<file path="src/rtl/ptp_tc_pkg.sv">
package ptp_tc_pkg;

  localparam int WORD_W = 32;
  localparam int TIME_W = 2 * WORD_W;

  // Register offsets; the bench and software rely on these values.
  typedef enum logic [2:0] {
    REG_CTRL  = 3'd0,
    REG_RATE  = 3'd1,
    REG_TLO   = 3'd2,
    REG_THI   = 3'd3,
    REG_ARM   = 3'd4,
    REG_LIMIT = 3'd5
  } reg_sel_e;

  // One accumulator step: bit WORD_W of the result is the carry.
  function automatic logic [WORD_W:0] acc_add(input logic [WORD_W-1:0] acc,
                                              input logic [WORD_W-1:0] rate);
    return {1'b0, acc} + {1'b0, rate};
  endfunction

  // Time count after one carry, honouring the optional low-word limit.
  function automatic logic [TIME_W-1:0] time_step(input logic [TIME_W-1:0] t,
                                                  input logic              armed,
                                                  input logic [WORD_W-1:0] lim);
    logic [TIME_W-1:0] r;
    if (armed && (t[WORD_W-1:0] >= lim))
      r = {t[TIME_W-1:WORD_W] + 1'b1, {WORD_W{1'b0}}};
    else
      r = t + 1'b1;
    return r;
  endfunction

endpackage

</file>
<file path="src/rtl/ptp_rate_accum.sv">
module ptp_rate_accum
  import ptp_tc_pkg::*;
(
  input  logic              clk,
  input  logic              rst_n,
  input  logic              clr,
  input  logic [WORD_W-1:0] rate,
  output logic              tick
);

  logic [WORD_W-1:0] acc_q;
  logic [WORD_W:0]   sum;

  assign sum  = acc_add(acc_q, rate);
  assign tick = sum[WORD_W] & ~clr;

  always_ff @(posedge clk or negedge rst_n) begin
    if (!rst_n)   acc_q <= '0;
    else if (clr) acc_q <= '0;
    else          acc_q <= sum[WORD_W-1:0];
  end

endmodule

</file>
<file path="src/rtl/ptp_time_count.sv">
module ptp_time_count
  import ptp_tc_pkg::*;
(
  input  logic              clk,
  input  logic              rst_n,
  input  logic              clr,
  input  logic              tick,
  input  logic              load,
  input  logic [TIME_W-1:0] load_val,
  input  logic              armed,
  input  logic [WORD_W-1:0] limit,
  output logic [TIME_W-1:0] time_q
);

  always_ff @(posedge clk or negedge rst_n) begin
    if (!rst_n)    time_q <= '0;
    else if (clr)  time_q <= '0;
    else if (load) time_q <= load_val;
    else if (tick) time_q <= time_step(time_q, armed, limit);
  end

endmodule

</file>
<file path="src/rtl/ptp_reg_if.sv">
module ptp_reg_if
  import ptp_tc_pkg::*;
#(
  parameter int                ADDR_W     = 3,
  parameter logic [WORD_W-1:0] RATE_RST   = 32'hA000_0000,
  parameter logic [WORD_W-1:0] LIMIT_RST  = 32'hFFFF_FFFF
) (
  input  logic              clk,
  input  logic              rst_n,
  input  logic              bus_wr,
  input  logic              bus_rd,
  input  logic [ADDR_W-1:0] bus_addr,
  input  logic [WORD_W-1:0] bus_wdata,
  input  logic [TIME_W-1:0] time_q,
  output logic [WORD_W-1:0] bus_rdata,
  output logic [WORD_W-1:0] rate,
  output logic              blk_rst,
  output logic              armed,
  output logic [WORD_W-1:0] limit,
  output logic              load,
  output logic [TIME_W-1:0] load_val,
  output logic              rd_lo,
  output logic [WORD_W-1:0] shadow
);

  localparam int NREG = 2 ** ADDR_W;

  logic [NREG-1:0]   hit;
  logic [WORD_W-1:0] pend_lo_q;

  for (genvar i = 0; i < NREG; i++) begin : g_dec
    assign hit[i] = (bus_addr == ADDR_W'(i));
  end

  assign load     = bus_wr & hit[REG_THI] & ~blk_rst;
  assign load_val = {bus_wdata, pend_lo_q};
  assign rd_lo    = bus_rd & hit[REG_TLO] & ~blk_rst;

  always_ff @(posedge clk or negedge rst_n) begin
    if (!rst_n) begin
      blk_rst <= 1'b0;
      rate    <= RATE_RST;
      armed   <= 1'b0;
      limit   <= LIMIT_RST;
    end else if (bus_wr) begin
      if (hit[REG_CTRL])           blk_rst <= bus_wdata[0];
      if (hit[REG_RATE])           rate    <= bus_wdata;
      if (hit[REG_ARM])            armed   <= bus_wdata[0];
      if (hit[REG_LIMIT] && armed) limit   <= bus_wdata;
    end
  end

  always_ff @(posedge clk or negedge rst_n) begin
    if (!rst_n) begin
      pend_lo_q <= '0;
      shadow    <= '0;
    end else if (blk_rst) begin
      pend_lo_q <= '0;
      shadow    <= '0;
    end else begin
      if (bus_wr && hit[REG_TLO]) pend_lo_q <= bus_wdata;
      if (rd_lo)                  shadow    <= time_q[TIME_W-1:WORD_W];
    end
  end

  always_comb begin
    bus_rdata = '0;
    if (hit[REG_CTRL])  bus_rdata = {{(WORD_W-1){1'b0}}, blk_rst};
    if (hit[REG_RATE])  bus_rdata = rate;
    if (hit[REG_TLO])   bus_rdata = time_q[WORD_W-1:0];
    if (hit[REG_THI])   bus_rdata = shadow;
    if (hit[REG_ARM])   bus_rdata = {{(WORD_W-1){1'b0}}, armed};
    if (hit[REG_LIMIT]) bus_rdata = limit;
  end

endmodule

</file>
<file path="src/rtl/ptp_time_counter.sv">
module ptp_time_counter
  import ptp_tc_pkg::*;
#(
  parameter int                ADDR_W    = 3,
  parameter logic [WORD_W-1:0] RATE_RST  = 32'hA000_0000,
  parameter logic [WORD_W-1:0] LIMIT_RST = 32'hFFFF_FFFF
) (
  input  logic              clk,
  input  logic              rst_n,
  input  logic              bus_wr,
  input  logic              bus_rd,
  input  logic [ADDR_W-1:0] bus_addr,
  input  logic [WORD_W-1:0] bus_wdata,
  output logic [WORD_W-1:0] bus_rdata,
  output logic [TIME_W-1:0] time_o,
  output logic              tick_o
);

  // Internal events brought out by name for the bound checker.
  logic [WORD_W-1:0] rate_w;
  logic              blk_rst_w;
  logic              armed_w;
  logic [WORD_W-1:0] limit_w;
  logic              load_w;
  logic [TIME_W-1:0] load_val_w;
  logic              rd_lo_w;
  logic [WORD_W-1:0] shadow_w;
  logic              tick_w;

  ptp_reg_if #(
    .ADDR_W   (ADDR_W),
    .RATE_RST (RATE_RST),
    .LIMIT_RST(LIMIT_RST)
  ) regs_i (
    .clk      (clk),
    .rst_n    (rst_n),
    .bus_wr   (bus_wr),
    .bus_rd   (bus_rd),
    .bus_addr (bus_addr),
    .bus_wdata(bus_wdata),
    .time_q   (time_o),
    .bus_rdata(bus_rdata),
    .rate     (rate_w),
    .blk_rst  (blk_rst_w),
    .armed    (armed_w),
    .limit    (limit_w),
    .load     (load_w),
    .load_val (load_val_w),
    .rd_lo    (rd_lo_w),
    .shadow   (shadow_w)
  );

  ptp_rate_accum accum_i (
    .clk  (clk),
    .rst_n(rst_n),
    .clr  (blk_rst_w),
    .rate (rate_w),
    .tick (tick_w)
  );

  ptp_time_count count_i (
    .clk     (clk),
    .rst_n   (rst_n),
    .clr     (blk_rst_w),
    .tick    (tick_w),
    .load    (load_w),
    .load_val(load_val_w),
    .armed   (armed_w),
    .limit   (limit_w),
    .time_q  (time_o)
  );

  assign tick_o = tick_w;

endmodule

</file>
<file path="config.mk">
export PLATFORM = sky130hd
export DESIGN_NAME = ptp_time_counter
export DESIGN_NICKNAME = d
export VERILOG_FILES = /design/src/rtl/ptp_tc_pkg.sv /design/src/rtl/ptp_rate_accum.sv /design/src/rtl/ptp_time_count.sv /design/src/rtl/ptp_reg_if.sv /design/src/rtl/ptp_time_counter.sv
export SDC_FILE = /design/constraint.sdc
export NUM_CORES = 1
export LEC_CHECK = 0
export BUFFER_PORTS_ARGS = -buffer_cell sky130_fd_sc_hd__buf_4
export CORE_UTILIZATION = 35
export DETAILED_ROUTE_END_ITERATION = 6
export GPL_ROUTABILITY_DRIVEN = 0
export PLACE_DENSITY_LB_ADDON = 0.12
export SLEW_MARGIN = 10
export SYNTH_ARGS = -nofsm -noshare
export SYNTH_HDL_FRONTEND = slang
export SYNTH_SLANG_ARGS = --single-unit
</file>
<file path="constraint.sdc">
create_clock -name clk -period 2.9 [get_ports clk]
set_input_delay 0.29 -clock clk [delete_from_list [all_inputs] [get_ports clk]]
set_output_delay 0.29 -clock clk [all_outputs]
set_load 0.02 [all_outputs]
</file>
# Yosys cells after proc, flatten, opt, wreduce, memory -nomap -nowiden
# Index checks and enable logic that the tools add are counted.
classes:
  add_sub_neg: 3
  n_lt_le_gt_ge: 1
  eq_ne: 5
  n_mux: 15
  bitwise_logic: 6
  reduce_logical: 11
op_table:
  columns: ["cell", "n"]
  rows:
  - ["$mux W32", 10]
  - ["$mux W64", 4]
  - ["$add A64 B1 Y64 const B", 1]
  - ["$add A32 B32 Y33", 1]
  - ["$add A32 B1 Y32 const B", 1]
  - ["$ge A32 B32 Y1", 1]
  - ["$reduce_and A2 Y1", 4]
  - ["$eq A3 B2 Y1 const B", 2]
  - ["$eq A3 B3 Y1 const B", 2]
  - ["$and A1 B1 Y1", 5]
  - ["$reduce_bool A2 Y1", 2]
  - ["$eq A3 B1 Y1 const B", 1]
  - ["$logic_and A1 B1 Y1", 3]
  - ["$logic_not A3 Y1", 1]
  - ["$reduce_bool A3 Y1", 1]
  - ["$mux W1", 1]
  - ["$not A1 Y1", 1]
word_totals:
  regBits: 226
  input_bits: 39
  out_inout_bits: 97
  wordCells: 49

# Longest topological paths before layout
logic_depth:
  word_depth: 7
  depth_mapped: 13
  mapped_depth_nobuf: 11

# Modules after synthesis
# Synthesis repeated with hierarchy kept, for this count alone.
unflattened:
  hier_cells: 1448
  area_unflattened_um2: 14178.6
modules_own_cells:
  columns: ["mod", "n_inst", "cells_each", "area_each_um2", "seq_area_each_um2"]
  rows:
  - ["ptp_reg_if", 1, 441, 6029.5, 3295.7]
  - ["ptp_time_count", 1, 645, 5086.1, 1601.5]
  - ["ptp_rate_accum", 1, 362, 3062.9, 800.8]

# Worst setup path after synthesis
# OpenSTA, ideal clock, no wires.
synth_timing:
  path_kind: "reg2reg"
  startpoint: "reg count_i.time_q[0]"
  endpoint: "reg count_i.time_q[8]"
  setup_ns: 0.083
  arrival_ns: 2.776
  required_ns: 2.817
  setup_slack_ns: 0.042
  path_stages_with_launch: 13
  n_path_buf: 2
  synth_period_minus_slack_ns: 2.858
  cell_sequence: "dfrtp_1 > inv_1 > ha_1 > nand2b_1 > a2111oi_0 > nor4_1 > o31a_1 > or3_1 > clkbuf_1 > buf_2 > nor3_1 > a21oi_1 > o22ai_1"
synth_via:
  elab_chain_cells: 6
  elab_cells_between_ends: 7
  classes_between: "1 x add/sub; 1 x order compare; 4 x mux; 1 x reduce/logical"
synth_rtl:
  columns: ["element", "line_no", "text"]
  rows:
  - ["from (decl)", "ptp_time_count.sv:12", "output logic [TIME_W-1:0] time_q"]
  - ["from (signal assigned)", "ptp_time_count.sv:18", "else if (load) time_q <= load_val;"]
  - ["from (signal assigned)", "ptp_time_count.sv:19", "else if (tick) time_q <= time_step(time_q, armed, limit);"]
  - ["branches (longest 2 deep; another with $add A64 B1 Y64)", null, null]
  - ["$mux W64 *", "ptp_tc_pkg.sv:27", "if (armed && (t[WORD_W-1:0] >= lim))"]
  - ["$mux W64 *", "ptp_time_count.sv:19", null]
  - ["$mux W64 *", "ptp_time_count.sv:18", null]
  - ["$mux W64 *", "ptp_time_count.sv:17", "else if (clr) time_q <= '0;"]
# Mark *: on every way between the ends. The select of a mux whose other input is x is not followed.
# A chain may end at the register's enable or synchronous reset.

# Worst setup path after layout
layout_timing:
  startpoint: "reg regs_i.limit[14]"
  endpoint: "reg count_i.time_q[4]"
layout_via:
  elab_chain_cells: 6
layout_rtl:
  columns: ["element", "line_no", "text"]
  rows:
  - ["from (decl)", "ptp_reg_if.sv:19", "output logic [WORD_W-1:0] limit,"]
  - ["from (signal assigned)", "ptp_reg_if.sv:49", "if (hit[REG_LIMIT] && armed) limit <= bus_wdata;"]
  - ["$ge A32 B32 Y1", "ptp_tc_pkg.sv:27", null]
  - ["$logic_and A1 B1 Y1", "ptp_tc_pkg.sv:27", null]
  - ["$mux W64", "ptp_tc_pkg.sv:27", null]
  - ["$mux W64", "ptp_time_count.sv:19", null]
  - ["$mux W64", "ptp_time_count.sv:18", null]
  - ["$mux W64", "ptp_time_count.sv:17", null]
# No other way between the ends. The select of a mux whose other input is x is not followed.

==> impl_table.tex <==
\begin{tabular}{lr}
\hline
Metric & Value \\
\hline
\multicolumn{2}{l}{\textbf{Synth}} \\
\quad Top cell type's share of synthesized area & 36.4\% \\
\quad Leading register cell type out of synthesis & sky130\_fd\_sc\_hd\_\_dfrtp\_1 \\
\quad Count of mapped cells out of synthesis & around 1400 \\
\quad Number of synthesis warnings & 0 \\
\quad Flop and latch count out of synthesis & 226 \\
\quad Fraction of registers with async set/reset & 100\% \\
\quad Top cells by area in the synthesized netlist & sky130\_fd\_sc\_hd\_\_dfrtp\_1 36\%, sky130\_fd\_sc\_hd\_\_dfstp\_2 6.8\%, sky130\_fd\_sc\_hd\_\_o21ai\_0 6.3\%, sky130\_fd\_sc\_hd\_\_ha\_1 6.3\%, sky130\_fd\_sc\_hd\_\_nand2\_1 4.5\% \\
\quad Synthesized net count & approximately 1500 \\
\quad Number of flops mapped to enable cells by yosys & 0 \\
\quad Post-Syn Area & 0.0132 mm\^{}2 \\
\quad Post-Synthesis Mean Instance Area & 9.23 um\^{}2 \\
\quad Number of unique standard cell types used by synthesis & 78 \\
\quad Portion of the post-synthesis area used by sequential elements & 43.2\% \\
\quad Top cell type by total area after synthesis & sky130\_fd\_sc\_hd\_\_dfrtp\_1 \\
\multicolumn{2}{l}{\textbf{Die}} \\
\quad CORE AREA & 0.0369 mm\^{}2 \\
\quad Die X & 196 um \\
\quad IO Pins & 136 \\
\quad Die Height & 196 um \\
\quad Site Rows & 70 \\
\quad Initial core utilization & 35.8\% \\
\quad Die footprint & between 0.03 and 0.04 mm\^{}2 \\
\multicolumn{2}{l}{\textbf{Routing}} \\
\quad Number of antenna-violating nets in the routed design & 0 \\
\quad Total wire length after detailed routing & 49700 um \\
\quad Number of remaining DRC errors & 0 \\
\quad Post-detailed-route via-to-cell ratio & 5.56 \\
\quad Initial DRC Count & 987 \\
\quad Via count of the routed design & 12600 \\
\quad Count of TritonRoute iterations in the first routing pass & 5 \\
\quad Post-detailed-route wirelength per cell & 22.0 um \\
\multicolumn{2}{l}{\textbf{Critical path}} \\
\quad WS Path Type & register to register \\
\quad Crit-path max FO & 4 \\
\quad Nature of the critical path startpoint & register \\
\quad Type of element capturing the critical path & register \\
\quad Critical Path AT & 3.46 ns \\
\quad Data required time at the worst endpoint & 3.36 ns \\
\multicolumn{2}{l}{\textbf{Global routing}} \\
\quad Vias in the first global route & 12200 \\
\quad Global route overflow & 0 \\
\quad Largest net degree at the start of global routing & 65 \\
\quad GR Util All Layers & 25.3\% \\
\quad Initial antenna violation count & 0 \\
\quad Wire length of the first global-routing pass & roughly 74000 um \\
\multicolumn{2}{l}{\textbf{Pwr}} \\
\quad Pwr/cell area & 802 mW/mm\^{}2 \\
\quad IR drop worst, VDD & 350 uV \\
\quad Static Leakage & roughly 8.0 nW \\
\multicolumn{2}{l}{\textbf{Run}} \\
\quad Max-cap violations & 0 \\
\multicolumn{2}{l}{\textbf{CTS}} \\
\quad CTS Root Cell & sky130\_fd\_sc\_hd\_\_clkbuf\_16 \\
\quad Insertion delay to the later sink of the worst-skew pair & approximately 0.55 ns \\
\quad CTS tree & built \\
\quad CTS sink cnt & about 230 \\
\quad Number of buffers on the longest clock path & 3 \\
\quad Clock transition at the registers of the reported paths & 0.06 ns \\
\quad Maximum level of the CTS H-tree & 1 \\
\quad TritonCTS Buffers & 28 \\
\multicolumn{2}{l}{\textbf{STA}} \\
\quad Transition at the pin with the smallest max-transition slack & 0.575 ns \\
\quad Post-route clock skew & between 0.015 and 0.02 ns \\
\quad Headroom to the max-slew limit & 61.2\% \\
\quad WHS & 0.0174 ns \\
\quad Unrepaired setup endpoints after global routing & true \\
\quad Final hold violation count & 0 \\
\quad Share of the clock period used by the worst path after layout & 103\% \\
\quad Setup violation total in the final timing report & 12 \\
\quad Number of max-slew violations in the final report & 0 \\
\quad Fmax achieved & 334 MHz \\
\quad Post-layout min period & 3.00 ns \\
\quad Setup WS post-layout & -0.0969 ns \\
\multicolumn{2}{l}{\textbf{Layout}} \\
\quad Layout cell share with drive strength beyond 1 & 37.1\% \\
\quad Fin nets & 1842 \\
\quad Antenna fix cells & 0 \\
\quad Final cell area excluding filler cells & 0.0187 mm\^{}2 \\
\quad Layout overhead on the synthesized area & 41.5\% \\
\multicolumn{2}{l}{\textbf{Min path}} \\
\quad Worst hold path class & input pin to register \\
\multicolumn{2}{l}{\textbf{Status}} \\
\quad Run status & finished with violations \\
\quad Failing checks & setup timing \\
\multicolumn{2}{l}{\textbf{Place}} \\
\quad HPWL after DPL & around 36000 um \\
\quad Placed standard-cell area & 0.0160 mm\^{}2 \\
\quad Count of input and output buffers & around 140 \\
\hline
\end{tabular}
metal layers:
layer / share of wire [%] / track usage, %
met3: 6.0 / 3.83
met1: 48 / 37.8
met4: 1.6 / 5.18
met2: 45 / 38.3
met5: 0 / 0
cell usage after synthesis (9+ instances only):
library cell and instances:
sky130_fd_sc_hd__dfrtp_1 192, sky130_fd_sc_hd__o21ai_0 167, sky130_fd_sc_hd__nand2_1 157, sky130_fd_sc_hd__a21oi_1 92
sky130_fd_sc_hd__nor2_1 86, sky130_fd_sc_hd__inv_1 68, sky130_fd_sc_hd__a22o_1 66, sky130_fd_sc_hd__ha_1 66
sky130_fd_sc_hd__clkbuf_1 62, sky130_fd_sc_hd__mux2_2 44, sky130_fd_sc_hd__nor3_1 39, sky130_fd_sc_hd__dfstp_2 34
sky130_fd_sc_hd__a22oi_1 33, sky130_fd_sc_hd__nand3_1 33, sky130_fd_sc_hd__xor2_1 24, sky130_fd_sc_hd__nand4_1 16
sky130_fd_sc_hd__a32oi_1 15, sky130_fd_sc_hd__o211ai_1 15, sky130_fd_sc_hd__xnor2_1 15, sky130_fd_sc_hd__o22ai_1 13
sky130_fd_sc_hd__and3_1 12, sky130_fd_sc_hd__a21o_1 11, sky130_fd_sc_hd__and2_1 11, sky130_fd_sc_hd__and4_1 11
sky130_fd_sc_hd__nor2b_1 9
logic make-up (layout without fill, tap and decap cells):
| family | Yosys count | in the layout | share of synthesized area, % |
|---|---|---|---|
| buf+inv | 149 | 477 | 4.37 |
| compound gates | 486 | 487 | 24.1 |
| flops | 226 | 226 | 43.2 |
| simple gates | 414 | 414 | 15.2 |
| mux | 48 | 48 | 4.15 |
| xor+xnor | 39 | 39 | 2.59 |
| fa+ha+maj | 67 | 67 | 6.41 |
power breakdown:
part	switching [W]	internal, W
clock	0.00146	0.00269
combinational	0.00344	0.00304
sequential	0.000459	0.00388
worst max-delay path, stage by stage (launching register included):
cell	delay [ns]
sky130_fd_sc_hd__dfstp_2	0.54
sky130_fd_sc_hd__inv_2	0.05
sky130_fd_sc_hd__ha_4	0.23
sky130_fd_sc_hd__and4_4	0.20
sky130_fd_sc_hd__a221o_1	0.40
sky130_fd_sc_hd__o31a_1	0.28
sky130_fd_sc_hd__buf_4	0.14
sky130_fd_sc_hd__or3_4	0.37
sky130_fd_sc_hd__buf_6	0.16
sky130_fd_sc_hd__buf_12	0.12
sky130_fd_sc_hd__clkbuf_16	0.15
sky130_fd_sc_hd__nor3_2	0.10
sky130_fd_sc_hd__a21oi_1	0.06
sky130_fd_sc_hd__o22ai_1	0.14
layout by cell type, fill, tap and decap left out, types with 8 or more instances in the layout:
| cell type | Yosys | layout |
|---|---|---|
| sky130_fd_sc_hd__a21o_1 | 11 | 10 |
| sky130_fd_sc_hd__a21oi_1 | 92 | 71 |
| sky130_fd_sc_hd__a21oi_2 | 1 | 18 |
| sky130_fd_sc_hd__a22o_1 | 66 | 66 |
| sky130_fd_sc_hd__a22oi_1 | 33 | 33 |
| sky130_fd_sc_hd__a32oi_1 | 15 | 15 |
| sky130_fd_sc_hd__and2_1 | 11 | 10 |
| sky130_fd_sc_hd__and3_1 | 12 | 10 |
| sky130_fd_sc_hd__and4_1 | 11 | 8 |
| sky130_fd_sc_hd__buf_12 | 0 | 13 |
| sky130_fd_sc_hd__buf_4 | 2 | 315 |
| sky130_fd_sc_hd__buf_6 | 0 | 12 |
| sky130_fd_sc_hd__bufinv_16 | 0 | 9 |
| sky130_fd_sc_hd__clkbuf_16 | 0 | 31 |
| sky130_fd_sc_hd__dfrtp_1 | 192 | 184 |
| sky130_fd_sc_hd__dfrtp_2 | 0 | 8 |
| sky130_fd_sc_hd__dfstp_2 | 34 | 34 |
| sky130_fd_sc_hd__dlygate4sd3_1 | 0 | 11 |
| sky130_fd_sc_hd__ha_1 | 66 | 36 |
| sky130_fd_sc_hd__ha_4 | 0 | 27 |
| sky130_fd_sc_hd__inv_1 | 68 | 54 |
| sky130_fd_sc_hd__inv_2 | 0 | 14 |
| sky130_fd_sc_hd__mux2_2 | 44 | 44 |
| sky130_fd_sc_hd__nand2_1 | 157 | 150 |
| sky130_fd_sc_hd__nand3_1 | 33 | 29 |
| sky130_fd_sc_hd__nand4_1 | 16 | 16 |
| sky130_fd_sc_hd__nor2_1 | 86 | 73 |
| sky130_fd_sc_hd__nor2_2 | 0 | 8 |
| sky130_fd_sc_hd__nor3_1 | 39 | 22 |
| sky130_fd_sc_hd__nor3_2 | 1 | 10 |
| sky130_fd_sc_hd__nor3_4 | 0 | 8 |
| sky130_fd_sc_hd__o211ai_1 | 15 | 15 |
| sky130_fd_sc_hd__o21ai_0 | 167 | 127 |
| sky130_fd_sc_hd__o21ai_1 | 6 | 39 |
| sky130_fd_sc_hd__o22ai_1 | 13 | 12 |
| sky130_fd_sc_hd__xnor2_1 | 15 | 15 |
| sky130_fd_sc_hd__xor2_1 | 24 | 24 |
state kept, by name, summed over array words and instances (netlist names):
register,count
regs_i.armed,1
regs_i.shadow,32
regs_i.rate,32
regs_i.pend_lo_q,32
regs_i.blk_rst,1
regs_i.limit,32
accum_i.acc_q,32
count_i.time_q,64
repair_timing:
action | CTS | global route
hold endpoints to repair | 63 | 0
pin swaps | 26 | 51
setup endpoints to repair | 49 | 64
gates cloned | 4 | 3
hold buffers | 11 | 0
gates resized for setup | 102 | 143
buffers inserted | 19 | 14
metrics by stage:
step | setup WS [ns] | total power, W | std cells | setup TNS, ns | utilization, %
6_report | -0.0969 | 0.0150 | 2262 | -0.496 | 50.6
2_1_floorplan | 0.0418 | 0.00726 | 1429 | 0 | -
3_5_place_dp | -0.228 | 0.00955 | 2164 | -4.60 | 43.4
3_3_place_gp | -0.158 | 0.00945 | 2164 | -2.54 | 43.4
5_1_grt | -0.189 | 0.0158 | 2262 | -2.26 | 50.6
4_1_cts | -0.136 | 0.0143 | 2249 | -1.42 | 48.5
layout make-up:
class	count	area, um^2
repair buffers	356	2990
clock buffers	35	778
inverters	69	259
clock inverters	17	318
well taps	504	631
fillers	3362	18200
flip-flops and latches	226	5710
multi-input cells	1055	7990
worst paths after layout:
kind | from | endpoint | slack [ns] | depth (start not counted)
worst max-delay path | regs_i.limit[14] | count_i.time_q[4] | -0.1 | 13
worst min-delay path | bus_wdata[3] | regs_i.limit[3] | 0.02 | 3
worst max register to register | regs_i.limit[14] | count_i.time_q[4] | -0.1 | 13
worst min register to register | regs_i.shadow[0] | regs_i.shadow[0] | 0.50 | 1
max in group asynchronous | rst_n | regs_i.rate[13] | 1.63 | 3
min in group asynchronous | rst_n | accum_i.acc_q[18] | 0.30 | 2
Power figures use the tool's default switching activity.
